File: src/rtl/aout_pkg.sv
package aout_pkg;

  // Sequencer phases
  typedef enum logic [1:0] {
    ST_IDLE   = 2'd0,
    ST_SETTLE = 2'd1,
    ST_STROBE = 2'd2
  } seq_state_e;

endpackage

File: src/rtl/aout_port_reg.sv
// Output-port register: holds the converter value and channel code of the
// accepted write, flags codes that name no channel, and pulses a load strobe.
module aout_port_reg #(
  parameter int VAL_W  = 12,
  parameter int SEL_W  = 4,
  parameter int NUM_CH = 5
) (
  input  logic             clk,
  input  logic             rst,
  input  logic             load,
  input  logic [VAL_W-1:0] value_in,
  input  logic [SEL_W-1:0] sel_in,
  output logic [VAL_W-1:0] value_q,
  output logic [SEL_W-1:0] sel_q,
  output logic             sel_err_q,
  output logic             load_q
);

  localparam logic [SEL_W-1:0] SEL_LIMIT = SEL_W'(NUM_CH);

  logic code_bad;

  assign code_bad = (sel_in >= SEL_LIMIT);

  always_ff @(posedge clk) begin
    if (rst) begin
      value_q   <= '0;
      sel_q     <= '0;
      sel_err_q <= 1'b0;
      load_q    <= 1'b0;
    end else begin
      load_q <= load;
      if (load) begin
        value_q   <= value_in;
        sel_q     <= sel_in;
        sel_err_q <= code_bad;
      end
    end
  end

endmodule

File: src/rtl/aout_seq_fsm.sv
// Sequencer: settle wait, then a fixed-length strobe. The strobe and busy
// outputs are registered from the next-state value.
module aout_seq_fsm
  import aout_pkg::*;
#(
  parameter int SETTLE_W   = 8,
  parameter int STROBE_LEN = 3
) (
  input  logic                clk,
  input  logic                rst,
  input  logic                start,
  input  logic [SETTLE_W-1:0] settle_in,
  output logic                accept,
  output logic                strobe_next,
  output logic                strobe_q,
  output logic                busy_q
);

  localparam int LEN_W = $clog2(STROBE_LEN + 1);
  localparam int CNT_W = (SETTLE_W > LEN_W) ? SETTLE_W : LEN_W;
  localparam logic [CNT_W-1:0] STB_LAST = CNT_W'(STROBE_LEN - 1);

  seq_state_e       state, state_n;
  logic [CNT_W-1:0] cnt, cnt_n;

  always_comb begin
    state_n = state;
    cnt_n   = cnt;
    accept  = 1'b0;
    case (state)
      ST_IDLE: begin
        if (start) begin
          accept  = 1'b1;
          state_n = ST_SETTLE;
          cnt_n   = CNT_W'(settle_in);
        end
      end
      ST_SETTLE: begin
        if (cnt == '0) begin
          state_n = ST_STROBE;
          cnt_n   = STB_LAST;
        end else begin
          cnt_n = cnt - 1'b1;
        end
      end
      ST_STROBE: begin
        if (cnt == '0) begin
          state_n = ST_IDLE;
        end else begin
          cnt_n = cnt - 1'b1;
        end
      end
      default: begin
        state_n = ST_IDLE;
        cnt_n   = '0;
      end
    endcase
  end

  assign strobe_next = (state_n == ST_STROBE);

  always_ff @(posedge clk) begin
    if (rst) begin
      state    <= ST_IDLE;
      cnt      <= '0;
      strobe_q <= 1'b0;
      busy_q   <= 1'b0;
    end else begin
      state    <= state_n;
      cnt      <= cnt_n;
      strobe_q <= strobe_next;
      busy_q   <= (state_n != ST_IDLE);
    end
  end

endmodule

File: src/rtl/aout_sel_decoder.sv
// One-of-eight style decoder with registered active-low outputs. Only the
// lines wired to real channels are built; codes past them match nothing.
module aout_sel_decoder #(
  parameter int SEL_W  = 4,
  parameter int NUM_CH = 5
) (
  input  logic              clk,
  input  logic              rst,
  input  logic              en,
  input  logic [SEL_W-1:0]  code,
  output logic [NUM_CH-1:0] line_n_q
);

  localparam int DEC_W = (NUM_CH > 1) ? $clog2(NUM_CH) : 1;

  logic              dec_en;
  logic [NUM_CH-1:0] line_low;

  generate
    if (SEL_W > DEC_W) begin : g_hi
      assign dec_en = en && (code[SEL_W-1:DEC_W] == '0);
    end else begin : g_nohi
      assign dec_en = en;
    end
  endgenerate

  generate
    for (genvar i = 0; i < NUM_CH; i++) begin : g_line
      assign line_low[i] = dec_en && (code[DEC_W-1:0] == DEC_W'(i));
    end
  endgenerate

  always_ff @(posedge clk) begin
    if (rst) begin
      line_n_q <= '1;
    end else begin
      line_n_q <= ~line_low;
    end
  end

endmodule

File: src/rtl/aout_strobe_ctrl.sv
module aout_strobe_ctrl #(
  parameter int VAL_W      = 12,
  parameter int SEL_W      = 4,
  parameter int NUM_CH     = 5,
  parameter int SETTLE_W   = 8,
  parameter int STROBE_LEN = 3
) (
  input  logic                clk,
  input  logic                rst,
  input  logic                wr_en,
  input  logic [VAL_W-1:0]    wr_value,
  input  logic [SEL_W-1:0]    wr_sel,
  input  logic [SETTLE_W-1:0] settle_cycles,
  output logic [VAL_W-1:0]    dac_value,
  output logic                dac_load,
  output logic                strobe,
  output logic [NUM_CH-1:0]   latch_n,
  output logic                busy,
  output logic                sel_err
);

  logic             accept;
  logic             strobe_next;
  logic [SEL_W-1:0] sel_q;

  aout_seq_fsm #(
    .SETTLE_W  (SETTLE_W),
    .STROBE_LEN(STROBE_LEN)
  ) u_seq (
    .clk        (clk),
    .rst        (rst),
    .start      (wr_en),
    .settle_in  (settle_cycles),
    .accept     (accept),
    .strobe_next(strobe_next),
    .strobe_q   (strobe),
    .busy_q     (busy)
  );

  aout_port_reg #(
    .VAL_W (VAL_W),
    .SEL_W (SEL_W),
    .NUM_CH(NUM_CH)
  ) u_port (
    .clk      (clk),
    .rst      (rst),
    .load     (accept),
    .value_in (wr_value),
    .sel_in   (wr_sel),
    .value_q  (dac_value),
    .sel_q    (sel_q),
    .sel_err_q(sel_err),
    .load_q   (dac_load)
  );

  aout_sel_decoder #(
    .SEL_W (SEL_W),
    .NUM_CH(NUM_CH)
  ) u_dec (
    .clk     (clk),
    .rst     (rst),
    .en      (strobe_next),
    .code    (sel_q),
    .line_n_q(latch_n)
  );

endmodule

File: config.mk
export PLATFORM = sky130hd
export DESIGN_NAME = aout_strobe_ctrl
export DESIGN_NICKNAME = d
export VERILOG_FILES = /design/src/rtl/aout_pkg.sv /design/src/rtl/aout_port_reg.sv /design/src/rtl/aout_seq_fsm.sv /design/src/rtl/aout_sel_decoder.sv /design/src/rtl/aout_strobe_ctrl.sv
export SDC_FILE = /design/constraint.sdc
export NUM_CORES = 1
export LEC_CHECK = 0
export ABC_AREA = 0
export ABC_CLOCK_PERIOD_IN_PS = 3200
export BUFFER_PORTS_ARGS = -buffer_cell sky130_fd_sc_hd__buf_2
export CORE_MARGIN = 2
export CORE_UTILIZATION = 57
export CTS_BUF_LIST = sky130_fd_sc_hd__clkbuf_4
export DETAILED_ROUTE_END_ITERATION = 10
export GPL_TIMING_DRIVEN = 0
export PLACE_DENSITY = 0.87
export SLEW_MARGIN = 20
export SYNTH_ARGS = -nofsm -noshare
export SYNTH_HDL_FRONTEND = slang
export SYNTH_SLANG_ARGS = --single-unit
File: constraint.sdc
create_clock -name clk -period 3.2 [get_ports clk]
set_clock_uncertainty 0.1 [all_clocks]
set_input_delay 0 -clock clk [delete_from_list [all_inputs] [get_ports clk]]
set_output_delay 0 -clock clk [all_outputs]
set_load 0.01 [all_outputs]
==> results of run 1 <==
==> power breakdown <==
group / internal (mW) / switching [mW] / total [mW]
logic: 0.271 / 0.342 / 0.613
registers: 0.504 / 0.0548 / 0.558
clock network: 0.164 / 0.161 / 0.325
total: 0.939 / 0.558 / 1.50
==> state kept, by name, indices dropped and copies added (netlist names) <==
register          flops
u_seq.busy_q          1
u_port.sel_q          4
u_seq.strobe_q        1
u_port.load_q         1
u_dec.line_n_q        5
u_port.value_q       12
u_seq.state           2
u_port.sel_err_q      1
u_seq.cnt             8
==> layer usage <==
| layer | global-route usage | up-vias | share of wire |
|---|---|---|---|
| met3 | 0.0771 | 15 | 0.066 |
| met5 | 0 | - | 0 |
| met2 | 0.442 | 80 | 0.49 |
| li1 | - | 814 | - |
| met1 | 0.344 | 778 | 0.41 |
| met4 | 0.143 | 0 | 0.031 |
==> layout make-up <==
type,instances,share of cell area
clock buffers,5,0.0173
clock inverters,3,0.0202
plain buffers,12,0.0300
repair buffers,68,0.207
inverters,3,0.00519
well taps,31,0.0179
multi-input cells,141,0.379
flip-flops and latches,35,0.323
==> Yosys cell counts, drive strengths merged, types with 2 or more instances <==
cell type / count / area [sq um]
o21bai: 4 / 30.0
nor3: 7 / 35.0
a21oi: 22 / 114
nor2: 10 / 37.5
or3: 3 / 18.8
nand3: 6 / 30.0
buf: 7 / 46.3
o21ai: 4 / 35.0
nand2: 42 / 158
clkbuf: 5 / 18.8
a22o: 3 / 26.3
o32ai: 2 / 17.5
xnor2: 3 / 26.3
ha: 2 / 25.0
a32o: 2 / 20.0
inv: 3 / 11.3
a211oi: 2 / 20.0
nor3b: 2 / 15.0
nor2b: 3 / 18.8
mux2i: 3 / 30.0
dfxtp: 35 / 701
nand2b: 3 / 18.8
==> logic make-up after synthesis <==
group / synth area share
and+or+nand+nor: 0.242
adders and majority gates: 0.0156
buffers and inverters: 0.0477
muxes: 0.0188
xor gates and xnor gates: 0.0219
DFF: 0.438
AOI/OAI and AO/OA: 0.216
==> metrics by stage <==
step,cells,instance area (sq um),hold WS [ps]
6_report,298,2170,16.4
5_1_grt,298,2170,29.7
4_1_cts,298,2170,6.59
3_5_place_dp,268,1870,149
3_3_place_gp,268,1870,143
2_1_floorplan,191,1600,36.0
==> worst paths after layout <==
| kind | startpoint | slack (ps) | to | cells past startpoint |
|---|---|---|---|---|
| setup / recovery | u_seq.cnt[0] | 1080 | u_dec.line_n_q[2] | 6 |
| hold / removal | settle_cycles[3] | 20 | u_seq.cnt[3] | 4 |
| setup reg to reg | u_seq.cnt[0] | 1080 | u_dec.line_n_q[2] | 6 |
| hold reg to reg | u_port.sel_q[2] | 350 | u_dec.line_n_q[4] | 1 |
==> worst register-to-register path, delay by kind of cell, from the launching register on <==
family / cells / cell delay, ps
and+or+nand+nor: 3 / 820
AOI/OAI and AO/OA: 1 / 390
DFF: 1 / 380
adders and majority gates: 1 / 190
buffers and inverters: 1 / 120
==> flow_summary.json, run 1 <==
{
  "status": "complete, no violations",
  "syn_inst": 191,
  "row_count": 19,
  "vias": 1687,
  "overflow": 0,
  "grt_max_degree": 13,
  "die_area_sq_um": 3250,
  "fin_crit_ps": 2120,
  "firstDrtPassIters": 4,
  "path_common_cell": "nand3_1",
  "ant_nets": 0,
  "htreeDepth": 2,
  "relSlewSlack": 0.629,
  "powerDensity_nw_per_um2": 690,
  "crit_fanout": 6,
  "grt_pass1_vias": 1623,
  "arrival_ps": 2250,
  "ir_drop_v": 0.000945,
  "fmax_mhz": 471,
  "drive_gt1_frac": 0.251,
  "grt_util_all_layers": 0.278,
  "yosysSeqAreaShare": 0.438,
  "worst_setup_path_end_kind": "flop",
  "avgSynthCellArea_sq_um": 8.38,
  "nFillCells": 191,
  "yosys_warnings": 0,
  "drcViolationCount": 0,
  "finalCritPeriodShare": 0.663,
  "crit_buf_inv": 1,
  "postLayoutCoreUtil": 0.801,
  "critPathSlowestCell": "nor4b_1",
  "cts.repair.resized": 0,
  "rsz0062_at_grt": "no",
  "seq_area_sq_um": 701,
  "start_util": 0.590,
  "place_ws_ps": 1140,
  "routed_via_density": 5.66,
  "synth-main-ff-cell": "dfxtp_1",
  "synthDistinctLibCells": 46,
  "fin_nets": 295,
  "total_power_mw": 1.50,
  "async_flop_share": 0,
  "setup_viol": 0,
  "worstMarginPinSlew_ps": 553,
  "die_x_um": 57.0,
  "path_class": "reg2reg",
  "wl_mm": 4.33,
  "multiInputGateArea_sq_um": 823,
  "slew_violations": 0,
  "syn_nets": 220,
  "area_delta_synth_final_pct": 35.7,
  "critPathLaunchType": "flop",
  "post-dp-hpwl_mm": 2.56,
  "hold_class": "in2reg",
  "drtIter0Drc": 94,
  "cp_cell_sequence": "inv_1, ha_1, nor4b_1, nand3_1, a211oi_2, nand3_1",
  "setup_slack_ps": 1080,
  "crit_family": "simple AND/OR/NAND/NOR gates",
  "final_common_cell": "buf_2",
  "insertion_delay_ps": 350,
  "core_area_sq_um": 2710,
  "avgRoutedWirePerCell_um": 14.5,
  "hold_buffers": 22,
  "netlist_area_sq_um": 1600,
  "n_antenna_cell": 0,
  "cts_num_sinks": 35,
  "path_clk_slew_ps": 120,
  "required_ps": 3320,
  "cts_made_buffers": 5,
  "hold_viol_final": 0,
  "numPortBuffers": 46,
  "fin_setup_tns_ps": 0,
  "final_cell_mix": "buf_2, nand2_1, dfxtp_1, dlygate4sd3_1, a21oi_1",
  "ioPinCount": 48,
  "cts_buffer_depth": 2,
  "gp_congestion": 0.815,
  "antenna_found_initial": 0,
  "drv_cap": 0,
  "p_leak_nw": 0.927,
  "slowest_delay_ps": 470,
  "synth-edff-count": 0,
  "root_buffer": "clkbuf_4",
  "cts_tree": "yes",
  "die_y_um": 57.0,
  "grt_pass1_wl_mm": 7.05,
  "ys_ff_latch": 35,
  "post_cts_buffers": 0
}
Power figures use the tool's default switching activity.
==> run 2: changes to the inputs <==
Settings changed: ABC_CLOCK_PERIOD_IN_PS 3200 to 1900, CORE_UTILIZATION 57 to 48, PLACE_DENSITY 0.87 to 0.78.
Clock period 3.2 ns to 1.9 ns, I/O delays scaled along.
==> flow_summary.json, run 2 (synthesized netlist as in run 1, its figures left out) <==
{
  "hold_viol_final": 0,
  "critPathLaunch": "u_seq.cnt[0]",
  "crit_fanout": 4,
  "final_common_cell": "buf_2",
  "n_antenna_cell": 0,
  "overflow": 0,
  "hp-start": "settle_cycles[0]",
  "postLayoutCoreUtil": 0.730,
  "path_depth": 6,
  "grt_util_all_layers": 0.233,
  "reg2reg_depth": 6,
  "vias": 1629,
  "htreeDepth": 2,
  "die_x_um": 61.7,
  "slew_violations": 0,
  "numPortBuffers": 46,
  "crit_family": "compound AO/OA/AOI/OAI gates",
  "power.internal_mw": 1.75,
  "worst_setup_path_end_kind": "flop",
  "grt_pass1_vias": 1478,
  "die_area_sq_um": 3810,
  "worstMarginPinSlew_ps": 573,
  "relSlewSlack": 0.617,
  "top_regs": "u_port.value_q x12, u_seq.cnt x8, u_dec.line_n_q x5",
  "gp_congestion": 0.828,
  "cts_num_sinks": 35,
  "hold_class": "in2reg",
  "root_buffer": "clkbuf_4",
  "routed_via_density": 5.22,
  "critPathLaunchType": "flop",
  "drv_cap": 0,
  "holdPathStages": 5,
  "core_area_sq_um": 3100,
  "critPathSlowestCell": "or4b_4",
  "timing.rr.start": "u_seq.cnt[0]",
  "p_leak_nw": 0.950,
  "post-dp-hpwl_mm": 2.64,
  "fin_area_sq_um": 2270,
  "clkPwrFrac": 0.247,
  "status": "complete, no violations",
  "ir_drop_v": 0.000920,
  "drive_gt1_frac": 0.287,
  "wl_mm": 4.14,
  "path_clk_slew_ps": 120,
  "firstDrtPassIters": 4,
  "cts_tree": "yes",
  "rrSetupSlack_ps": 60,
  "fin_crit_ps": 1840,
  "fmax_mhz": 545,
  "path_class": "reg2reg",
  "pwr-share-comb": 0.404,
  "nFillCells": 252,
  "grt_max_degree": 13,
  "grt_pass1_wl_mm": 6.39,
  "p_seq_frac": 0.349,
  "arrival_ps": 1990,
  "largest_register_ffs": 12,
  "row_count": 20,
  "p_switching_mw": 0.957,
  "final_cell_mix": "buf_2, nand2_1, dfxtp_1, a21oi_1, dlygate4sd3_1",
  "die_y_um": 61.7,
  "drcViolationCount": 0,
  "antenna_found_initial": 0,
  "ioPinCount": 48,
  "ant_nets": 0,
  "cp_cell_sequence": "inv_2, ha_4, or4b_4, o21ai_4, a22oi_1, a32o_1",
  "required_ps": 2050,
  "slowest_delay_ps": 510,
  "insertion_delay_ps": 340,
  "setup_viol": 0,
  "cts_buffer_depth": 2,
  "crit_buf_inv": 1,
  "start_util": 0.516,
  "post_dp_cell_area_sq_um": 1890,
  "regMostFlops": "u_port.value_q",
  "avgRoutedWirePerCell_um": 13.3,
  "p_sw_frac": 0.353,
  "area_delta_synth_final_pct": 41.6,
  "cts_made_buffers": 5,
  "drtIter0Drc": 71,
  "fin_nets": 296,
  "finalCritPeriodShare": 0.966,
  "powerDensity_nw_per_um2": 1200
}
==> run 2: cell count changes in the layout (fill, tap and decap cells not counted), moves of 2 or more <==
cell,delta
dfxtp_4,+2
inv_1,-2
inv_2,+2
dfxtp_1,-2
buf_4,+3
==> run 2: layout make-up <==
type,count,area [sq um],share of cell area
Tap cell,44,55.1,0.0243
Sequential cell,35,708,0.313
Timing Repair Buffer,70,463,0.204
Clock inverter,3,67.6,0.0298
Buffer,11,61.3,0.0271
Inverter,3,11.3,0.00497
Clock buffer,5,37.5,0.0166
Multi-Input combinational cell,141,862,0.380
==> run 2: what timing repair did <==
item	4_1_cts	5_1_grt
setup endpoints to repair	10	16
pin swaps	2	2
hold buffers	21	0
setup buffers	3	0
resized for setup	8	5
endpoints found under the hold margin	22	0
==> run 2: power by group through the flow <==
stage	Clock, mW	Combinational [mW]	Sequential, mW
final	0.670	1.10	0.946
after global routing	0.715	1.20	0.960
after CTS	0.678	1.06	0.938
after detailed placement	0	0.971	0.952
after global placement	0	0.951	0.949
after floorplan	0	0.730	0.960
==> run 2: worst min-delay path, delay by kind of cell <==
family	cells	cell delay, ps
mux	1	50
compound gates	2	180
buf+inv	1	80
simple gates	1	80
==> run 2: metal layers <==
metal | wire length [um] | track usage
met1 | 1830 | 0.273
met2 | 2050 | 0.412
met3 | 204 | 0.0538
met4 | 57 | 0.0881
met5 | 0 | 0
==> run 2: worst paths after layout <==
| kind | to |
|---|---|
| setup / recovery | u_seq.cnt[6] |
| hold / removal | u_seq.cnt[0] |
| setup reg to reg | u_seq.cnt[6] |
| hold reg to reg | u_dec.line_n_q[4] |
==> run 2: through the flow <==
| stage | power, mW | hold slack, ps | worst slack, ps | instances | TNS (ps) |
|---|---|---|---|---|---|
| after global routing | 2.88 | 11.7 | -16.1 | 312 | -20.0 |
| final | 2.71 | 0.711 | 63.8 | 312 | 0 |
| after detailed placement | 1.92 | 146 | -103 | 281 | -673 |
| after global placement | 1.90 | 141 | -109 | 281 | -643 |
| after floorplan | 1.69 | 36.0 | 81.9 | 191 | 0 |
| after CTS | 2.68 | 2.26 | 4.29 | 313 | 0 |
==> run 3: changes to the inputs <==
Settings changed: RECOVER_POWER set to 25.
==> flow_summary.json, run 3 (synthesized netlist as in run 1, its figures left out) <==
{
  "grt_pass1_vias": 1478,
  "overflow": 0,
  "grt_pass1_wl_mm": 6.39,
  "p_sw_frac": 0.353,
  "vias": 1612,
  "cts_made_buffers": 5,
  "p_seq_frac": 0.350,
  "required_ps": 2050,
  "setup_viol": 0,
  "hold_viol_final": 0,
  "crit_family": "compound AO/OA/AOI/OAI gates",
  "fin_setup_tns_ps": 0,
  "arrival_ps": 1990,
  "wl_mm": 4.12,
  "place_ws_ps": -103,
  "fin_cells": 312,
  "clkPwrFrac": 0.248,
  "pwr-share-comb": 0.402,
  "antenna_found_initial": 0,
  "avgRoutedWirePerCell_um": 13.2,
  "drv_cap": 0,
  "fmax_mhz": 545,
  "start_util": 0.516,
  "slew_violations": 0,
  "status": "complete, no violations",
  "final_cell_mix": "nand2_1, buf_2, dfxtp_1, a21oi_1, dlygate4sd3_1",
  "area_delta_synth_final_pct": 40.6,
  "numPortBuffers": 46,
  "powerDensity_nw_per_um2": 1200,
  "cts_buffer_depth": 2,
  "worst_setup_path_end_kind": "flop",
  "htreeDepth": 2,
  "drtIter0Drc": 72,
  "worstMarginPinSlew_ps": 574,
  "cts_tree": "yes",
  "critPathLaunchType": "flop",
  "setup_slack_ps": 65.0,
  "p_leak_nw": 0.912,
  "slowest_delay_ps": 510,
  "cts_num_sinks": 35,
  "path_clk_slew_ps": 120,
  "post-dp-hpwl_mm": 2.64,
  "fin_crit_ps": 1830,
  "gp_congestion": 0.828,
  "power.internal_mw": 1.75,
  "finalCritPeriodShare": 0.966,
  "drive_gt1_frac": 0.239,
  "relSlewSlack": 0.617,
  "crit_fanout": 4,
  "ioPinCount": 48,
  "p_switching_mw": 0.952,
  "fin_nets": 296,
  "hold_class": "in2reg",
  "routed_via_density": 5.17,
  "critPathSlowestCell": "or4b_4",
  "final_common_cell": "nand2_1",
  "path_class": "reg2reg",
  "row_count": 20,
  "insertion_delay_ps": 340,
  "crit_buf_inv": 1,
  "top_regs": "u_port.value_q x12, u_seq.cnt x8, u_dec.line_n_q x5",
  "firstDrtPassIters": 5,
  "n_antenna_cell": 0,
  "grt_util_all_layers": 0.233,
  "cp_cell_sequence": "inv_2, ha_4, or4b_4, o21ai_4, a22oi_1, a32o_1",
  "dp.cells": 281,
  "postLayoutCoreUtil": 0.725,
  "root_buffer": "clkbuf_4",
  "die_area_sq_um": 3810,
  "drcViolationCount": 0,
  "core_area_sq_um": 3100,
  "grt_max_degree": 13,
  "holdWs_ps": 4.33,
  "die_x_um": 61.7,
  "regMostFlops": "u_port.value_q",
  "ir_drop_v": 0.000917,
  "largest_register_ffs": 12,
  "ant_nets": 0,
  "die_y_um": 61.7
}
## run 3: changes by cell type in the layout (fill, tap and decap cells not counted), sizes merged
cell | before | now
clkbuf | 9 | 22
buf | 56 | 43
## run 3: repair_timing
item,CTS,global route
setup buffers,3,0
hold endpoints to repair,22,0
pin swaps,2,2
hold buffers,21,0
setup endpoints to repair,10,16
gates resized for setup,8,5
## run 3: path summary, 6_finish.rpt
path	from	endpoint	slack, ps	depth (start not counted)
worst max register to register	u_seq.cnt[0]	u_seq.cnt[6]	70	6
worst max-delay path	u_seq.cnt[0]	u_seq.cnt[6]	70	6
worst min register to register	u_port.sel_q[2]	u_dec.line_n_q[4]	340	1
worst min-delay path	settle_cycles[0]	u_seq.cnt[0]	4	5
## run 3: worst register-to-register path, cell delays in order (launching register included)
cell and delay, ps:
dfxtp_4 360, inv_2 80, ha_4 140, or4b_4 510, o21ai_4 200, a22oi_1 110
a32o_1 260
## run 3: layer usage
layer,GRT usage,vias up,part of all wire
li1,-,823,-
met1,0.273,732,0.43
met2,0.412,53,0.50
met3,0.0538,4,0.054
met4,0.0881,0,0.0068
met5,0,-,0
## run 3: cell type report
class	count	area (sq um)
clock buffers	5	37.5
flip-flops and latches	35	708
clock inverters	3	67.6
well taps	44	55.1
inverters	3	11.3
plain buffers	11	61.3
repair buffers	70	447
fillers	258	853
multi-input cells	141	862
## run 3: through the flow
| step | power, mW | instance area, sq um |
|---|---|---|
| after floorplan | 1.69 | 1600 |
| after global placement | 1.90 | 1890 |
| after detailed placement | 1.92 | 1890 |
| after CTS | 2.68 | 2250 |
| after global routing | 2.87 | 2250 |
| final | 2.70 | 2250 |
## run 3: power by group through the flow
stage               combinational (mW)  sequential [mW]  clock [mW]
finish                            1.08            0.946       0.669
global route                      1.20            0.960       0.715
CTS                               1.06            0.938       0.678
detailed placement               0.971            0.952           0
global placement                 0.951            0.949           0
floorplan                        0.730            0.960           0
